<file path="config.mk">
export PLATFORM = sky130hd
export DESIGN_NAME = ltmr_timer
export DESIGN_NICKNAME = d
export VERILOG_FILES = /design/src/rtl/ltmr_pkg.sv /design/src/rtl/ltmr_decode.sv /design/src/rtl/ltmr_core.sv /design/src/rtl/ltmr_readback.sv /design/src/rtl/ltmr_timer.sv
export SDC_FILE = /design/constraint.sdc
export NUM_CORES = 1
export LEC_CHECK = 0
export ABC_AREA = 1
export CAP_MARGIN = 40
export CORE_MARGIN = 1
export CORE_UTILIZATION = 47
export CTS_CLUSTER_DIAMETER = 40
export DETAILED_ROUTE_END_ITERATION = 10
export PLACE_DENSITY = 0.76
export SYNTH_ARGS = -nofsm -noshare
export SYNTH_HDL_FRONTEND = slang
export SYNTH_SLANG_ARGS = --single-unit
</file>
<file path="constraint.sdc">
create_clock -name clk -period 2.1 [get_ports clk]
set_clock_uncertainty 0.2 [all_clocks]
set_input_delay 0.42 -clock clk [delete_from_list [all_inputs] [get_ports clk]]
set_output_delay 0.42 -clock clk [all_outputs]
set_load 0.05 [all_outputs]
</file>
<file path="src/rtl/ltmr_pkg.sv">
package ltmr_pkg;
  localparam int DATA_W = 32;
  localparam int FRAC_W = 9;
  localparam int CNT_W  = DATA_W - 1 - FRAC_W;

  localparam logic [DATA_W-1:0] LIM_MASK = {1'b0, {CNT_W{1'b1}}, {FRAC_W{1'b0}}};

  localparam int OFF_LIM_RST  = 0;
  localparam int OFF_COUNT    = 1;
  localparam int OFF_LIM_KEEP = 2;

  // place a count value into its register position, flag bit supplied
  function automatic logic [DATA_W-1:0] pack_count(input logic flag,
                                                   input logic [CNT_W-1:0] c);
    return {flag, c, {FRAC_W{1'b0}}};
  endfunction

  // masked limit word from raw write data
  function automatic logic [DATA_W-1:0] limit_of(input logic [DATA_W-1:0] w);
    return w & LIM_MASK;
  endfunction
endpackage

</file>
<file path="src/rtl/ltmr_decode.sv">
module ltmr_decode #(
  parameter int ADDR_W = 5
) (
  input  logic              wr_en,
  input  logic              rd_en,
  input  logic [ADDR_W-1:0] addr,
  output logic              wr_lim_rst,
  output logic              wr_lim_keep,
  output logic              rd_lim,
  output logic              rd_cnt
);
  import ltmr_pkg::*;
  localparam int IDX_W = ADDR_W - 2;

  logic [IDX_W-1:0] word_idx;

  always_comb begin
    word_idx    = IDX_W'(addr >> 2);
    wr_lim_rst  = wr_en && (word_idx == IDX_W'(OFF_LIM_RST));
    wr_lim_keep = wr_en && (word_idx == IDX_W'(OFF_LIM_KEEP));
    rd_lim      = rd_en && (word_idx == IDX_W'(OFF_LIM_RST));
    rd_cnt      = rd_en && (word_idx == IDX_W'(OFF_COUNT));
  end
endmodule

</file>
<file path="src/rtl/ltmr_core.sv">
module ltmr_core (
  input  logic                         clk,
  input  logic                         rst_n,
  input  logic                         tick_en,
  input  logic                         wr_lim_rst,
  input  logic                         wr_lim_keep,
  input  logic                         rd_lim,
  input  logic [ltmr_pkg::DATA_W-1:0]  wdata,
  output logic [ltmr_pkg::CNT_W-1:0]   cnt_q,
  output logic [ltmr_pkg::DATA_W-1:0]  lim_q,
  output logic                         reached_q,
  output logic                         irq_q,
  output logic                         hit_evt
);
  import ltmr_pkg::*;

  logic [CNT_W-1:0] cnt_inc;
  logic             lim_nz;

  always_comb begin
    cnt_inc = cnt_q + 1'b1;
    lim_nz  = (lim_q != '0);
    hit_evt = tick_en && lim_nz && !wr_lim_rst && (pack_count(1'b0, cnt_inc) == lim_q);
  end

  always_ff @(posedge clk) begin
    if (!rst_n) begin
      cnt_q     <= '0;
      lim_q     <= '0;
      reached_q <= 1'b0;
      irq_q     <= 1'b0;
    end else begin
      if (wr_lim_rst || wr_lim_keep) lim_q <= limit_of(wdata);

      if (wr_lim_rst)   cnt_q <= '0;
      else if (hit_evt) cnt_q <= '0;
      else if (tick_en) cnt_q <= cnt_inc;

      if (hit_evt)     reached_q <= 1'b1;
      else if (rd_lim) reached_q <= 1'b0;

      if (hit_evt)                    irq_q <= 1'b1;
      else if (rd_lim || wr_lim_rst)  irq_q <= 1'b0;
    end
  end

  AST_HIT_RESTARTS: assert property (@(posedge clk) disable iff (!rst_n)
    hit_evt |=> (cnt_q == '0) && reached_q && irq_q);

  AST_FREE_NO_IRQ: assert property (@(posedge clk) disable iff (!rst_n)
    (lim_q == '0 && !irq_q && !reached_q) |=> (!irq_q && !reached_q));

  AST_FREE_WRAP: assert property (@(posedge clk) disable iff (!rst_n)
    (lim_q == '0 && tick_en && !wr_lim_rst && (&cnt_q)) |=> (cnt_q == '0));

  AST_IRQ_ACK: assert property (@(posedge clk) disable iff (!rst_n)
    ((rd_lim || wr_lim_rst) && !hit_evt) |=> !irq_q);

  AST_IRQ_HOLD: assert property (@(posedge clk) disable iff (!rst_n)
    (irq_q && !rd_lim && !wr_lim_rst) |=> irq_q);

  AST_KEEP_COUNT: assert property (@(posedge clk) disable iff (!rst_n)
    (wr_lim_keep && !tick_en) |=> $stable(cnt_q));

  AST_IDLE_HOLD: assert property (@(posedge clk) disable iff (!rst_n)
    (!tick_en && !wr_lim_rst) |=> $stable(cnt_q));
endmodule

</file>
<file path="src/rtl/ltmr_readback.sv">
module ltmr_readback (
  input  logic                         clk,
  input  logic                         rst_n,
  input  logic                         rd_en,
  input  logic                         rd_lim,
  input  logic                         rd_cnt,
  input  logic [ltmr_pkg::CNT_W-1:0]   cnt_q,
  input  logic [ltmr_pkg::DATA_W-1:0]  lim_q,
  input  logic                         reached_q,
  output logic [ltmr_pkg::DATA_W-1:0]  rdata
);
  import ltmr_pkg::*;

  always_ff @(posedge clk) begin
    if (!rst_n) begin
      rdata <= '0;
    end else if (rd_en) begin
      if (rd_lim)      rdata <= lim_q;
      else if (rd_cnt) rdata <= pack_count(reached_q, cnt_q);
      else             rdata <= '0;
    end
  end

  AST_LOW_BITS_ZERO: assert property (@(posedge clk) disable iff (!rst_n)
    rdata[FRAC_W-1:0] == '0);

  AST_LIM_BIT31_CLEAR: assert property (@(posedge clk) disable iff (!rst_n)
    rd_lim |=> !rdata[DATA_W-1]);

  AST_UNMAPPED_ZERO: assert property (@(posedge clk) disable iff (!rst_n)
    (rd_en && !rd_lim && !rd_cnt) |=> (rdata == '0));
endmodule

</file>
<file path="src/rtl/ltmr_timer.sv">
module ltmr_timer #(
  parameter int ADDR_W = 5
) (
  input  logic              clk,
  input  logic              rst_n,
  input  logic              tick_en,
  input  logic              wr_en,
  input  logic              rd_en,
  input  logic [ADDR_W-1:0] addr,
  input  logic [31:0]       wdata,
  output logic [31:0]       rdata,
  output logic              irq
);
  import ltmr_pkg::*;

  logic              wr_lim_rst, wr_lim_keep, rd_lim, rd_cnt;
  logic [CNT_W-1:0]  cnt_q;
  logic [DATA_W-1:0] lim_q;
  logic              reached_q, irq_q, hit_evt;

  ltmr_decode #(.ADDR_W(ADDR_W)) u_decode (
    .wr_en       (wr_en),
    .rd_en       (rd_en),
    .addr        (addr),
    .wr_lim_rst  (wr_lim_rst),
    .wr_lim_keep (wr_lim_keep),
    .rd_lim      (rd_lim),
    .rd_cnt      (rd_cnt)
  );

  ltmr_core u_core (
    .clk         (clk),
    .rst_n       (rst_n),
    .tick_en     (tick_en),
    .wr_lim_rst  (wr_lim_rst),
    .wr_lim_keep (wr_lim_keep),
    .rd_lim      (rd_lim),
    .wdata       (wdata),
    .cnt_q       (cnt_q),
    .lim_q       (lim_q),
    .reached_q   (reached_q),
    .irq_q       (irq_q),
    .hit_evt     (hit_evt)
  );

  ltmr_readback u_readback (
    .clk         (clk),
    .rst_n       (rst_n),
    .rd_en       (rd_en),
    .rd_lim      (rd_lim),
    .rd_cnt      (rd_cnt),
    .cnt_q       (cnt_q),
    .lim_q       (lim_q),
    .reached_q   (reached_q),
    .rdata       (rdata)
  );

  assign irq = irq_q;

  AST_IRQ_NEEDS_LIMIT: assert property (@(posedge clk) disable iff (!rst_n)
    $rose(irq) |-> $past(hit_evt));

  AST_REACHED_ONLY_ON_HIT: assert property (@(posedge clk) disable iff (!rst_n)
    $rose(reached_q) |-> $past(lim_q != '0));
endmodule

</file>
==> run metrics <==
Peak Freq=~400 MHz; largest stage delay on the critical path=400 ps; critical path arrival=approximately 2500 ps; Setup CP Type=register to register; area share of the largest cell type after synthesis=0.360; Clk Latency, worst-skew pair=350 ps; CTS clk-pin slew, worst paths=about 80 ps; PwrDens=around 650 mW/mm2; Core Area=between 0.007 and 0.008 mm2; DRT Pass-1 Iters=5; setup TNS=-7750 ps; status=finished, violations left; number of global-route vias before repair=about 4500; failing checks=setup timing; initial antenna violation count=0; synthesis-to-layout area growth=42.3%; metal2 WL=around 6000 um; H-tree depth=3; port buffer count=53; RSZ-0062 raised after global routing=true; Crit path buffers/inverters=3; Final #Nets=around 750; CTS tree=yes; Gate Count Post-Synth=around 600; list of most frequent post-synthesis cells=152 x nand2_1, 82 x inv_1, 70 x nor2_1; largest net degree at the start of global routing=26; Synth area leader=dfxtp_1; area of the die=0.00852 mm2; dpl cells=795; Routed wire per std cell=approximately 15 um; Fill cells=around 670; Detailed Route Iter0 Violations=318; final WL=between 10000 and 15000 um; fin. max-slew vios=0; Req. time, crit path=around 2100 ps; Synth Flop Type=dfxtp_1; met3 WL=between 800 and 900 um; most frequent cell after synthesis=nand2_1; Die Y=about 92 um; top sig layer=met4; RD Place Congestion=roughly 0.9; post-detail-place hpwl=8320 um; synthesized cell area=between 0.003 and 0.004 mm2; post-DR vias/cell=around 5.5; crit-path leading delay family=simple AND/OR/NAND/NOR gates; Row Count=32; top post-synthesis cells by area=dfxtp_1 36%, nand2_1 15%, inv_1 8.0%, nor2_1 6.9%, nand3_1 6.0%; first-pass GRT wire length=around 20000 um; Initial Util=0.491; Post-synth EDFFs=0; max cap viols=0; Seq/Total Area, Yosys=0.360; CTS Buffer Depth=2; CTS hold repair buffers=0; final period demand of the worst path=between 2000 and 2500 ps; Yosys warning total=0; Via Count=between 4000 and 5000; Pwr Total=3.56 mW; CTS sink cnt=69; Min-Delay Path Class=register to register; setup ws final=-370 ps; mean area per synthesized cell=about 6.4 um2; Crit Path Max Fanout=8; Setup-failing EPs final=24; Final ANT Viol Nets=0; grt total ovfl=0; post-route insts no fill=817; All-Layer GR Usage=0.304; worst path cell trace=buf_6 > nand2_4 > nor2_4 > nand2_4 > nor2_4 > nand3_2 > nand2_1 > nand2_1 > nand2_1 > nand2_1 > nor2_2 > nand3_2 > nand2_4 > buf_12 > buf_12 > nor2_1; CP endpoint kind=register; Leakage=~2.6 nW; Synth cell types=30; num ports=75; fin util=0.699; diode count=0; startpoint types=register; CP max stage cell=dfxtp_4; Seq cells post-synth=between 60 and 70; final hold violations=0; Most common cell on crit path=nand2_1; Tcrit/Tclk final=1.18; VDD IR max=approximately 0.00039 V; Clock Root Buffer=clkbuf_8; ys async rst share=0; share of layout cells above drive strength 1=0.262; wire length on met1=~5000 um; CTS Buf Count=9; # DRC=0; chip width=about 92 um
-- timing repair --
action / 4_1_cts / 5_1_grt
hold endpoints to repair: 0 / 0
resized for setup: 51 / 37
setup buffers: 5 / 2
cloned: 1 / 0
setup endpoints to repair: 24 / 24
pin swaps: 2 / 7
-- layer usage --
layer | global-route usage | vias to the layer above
met5 | 0 | -
met4 | 0.159 | 0
met3 | 0.0599 | 58
met2 | 0.526 | 234
met1 | 0.352 | 2087
li1 | - | 2141
-- cell families (layout without fill, tap and decap cells) --
| family | count (synthesis) | after routing | share of synthesized area |
|---|---|---|---|
| simple gates | 289 | 289 | 0.315 |
| buf+inv | 119 | 229 | 0.130 |
| compound gates | 116 | 116 | 0.186 |
| flops | 69 | 69 | 0.360 |
| fa+ha+maj | 2 | 2 | 0.00653 |
| other cells | 1 | 9 | 0.000978 |
| xor+xnor | 1 | 1 | 0.00229 |
-- tightest hold or removal path, stage by stage (launching register included) --
cell and delay [ps]:
dfxtp_1 320, nand2_1 60, a21oi_1 50
-- placed cells by master, fill, tap and decap left out, types with 2 or more instances in the layout --
cell type	netlist	layout
a21oi_1	22	20
a21oi_2	0	2
and2_1	2	2
buf_12	0	6
buf_4	9	89
buf_6	2	3
bufinv_16	0	3
clkbuf_8	0	10
clkdlybuf4s50_1	0	29
clkinvlp_4	0	2
conb_1	1	9
dfxtp_1	69	61
dfxtp_2	0	5
dfxtp_4	0	3
ha_4	0	2
inv_1	82	82
inv_2	3	2
nand2_1	152	138
nand2_2	2	11
nand2_4	0	5
nand3_1	46	39
nand3_2	1	6
nand3_4	0	2
nand3b_1	4	4
nand4_1	2	2
nor2_1	70	47
nor2_2	6	20
nor2_4	1	10
nor3_1	2	2
o211ai_1	26	26
o21ai_0	46	43
o21ai_1	4	4
o21ai_2	0	3
o221ai_1	17	17
-- state kept, by name, summed over array words and instances, names as in the netlist --
name / flops
u_core.lim_q: 22
u_core.irq_q: 1
u_readback.rdata: 23
u_core.cnt_q: 22
u_core.reached_q: 1
-- through the flow --
stage / area [um2] / hold WS, ps / setup slack, ps
6_report: 5460 / 276 / -370
5_1_grt: 5460 / 315 / -450
4_1_cts: 5360 / 279 / -208
3_5_place_dp: 4850 / 260 / -425
3_3_place_gp: 4850 / 254 / -330
2_1_floorplan: 3860 / 240 / 26.5
-- path summary, 6_finish.rpt --
kind         slack (ps)                   end  cells past startpoint              from
min reg2reg         280  u_readback.rdata[31]                      2  u_core.reached_q
max reg2reg        -370       u_core.cnt_q[3]                     16   u_core.cnt_q[1]
max                -370       u_core.cnt_q[3]                     16   u_core.cnt_q[1]
min                 280  u_readback.rdata[31]                      2  u_core.reached_q
-- report_power, final --
| part | leakage [nW] | switching, mW | internal, mW |
|---|---|---|---|
| Sequential | 0.571 | 0.0693 | 1.38 |
| Combinational | 1.86 | 0.457 | 0.291 |
| Clock | 0.119 | 0.539 | 0.819 |
-- layout make-up --
cell class / count / area [um2] / area share
multi-input cells: 417 / 2240 / 0.411
flip-flops and latches: 69 / 1400 / 0.256
repair buffers: 127 / 1110 / 0.204
inverters: 86 / 325 / 0.0596
clock buffers: 10 / 138 / 0.0252
well taps: 102 / 128 / 0.0234
clock inverters: 6 / 110 / 0.0202
Power figures use the tool's default switching activity.
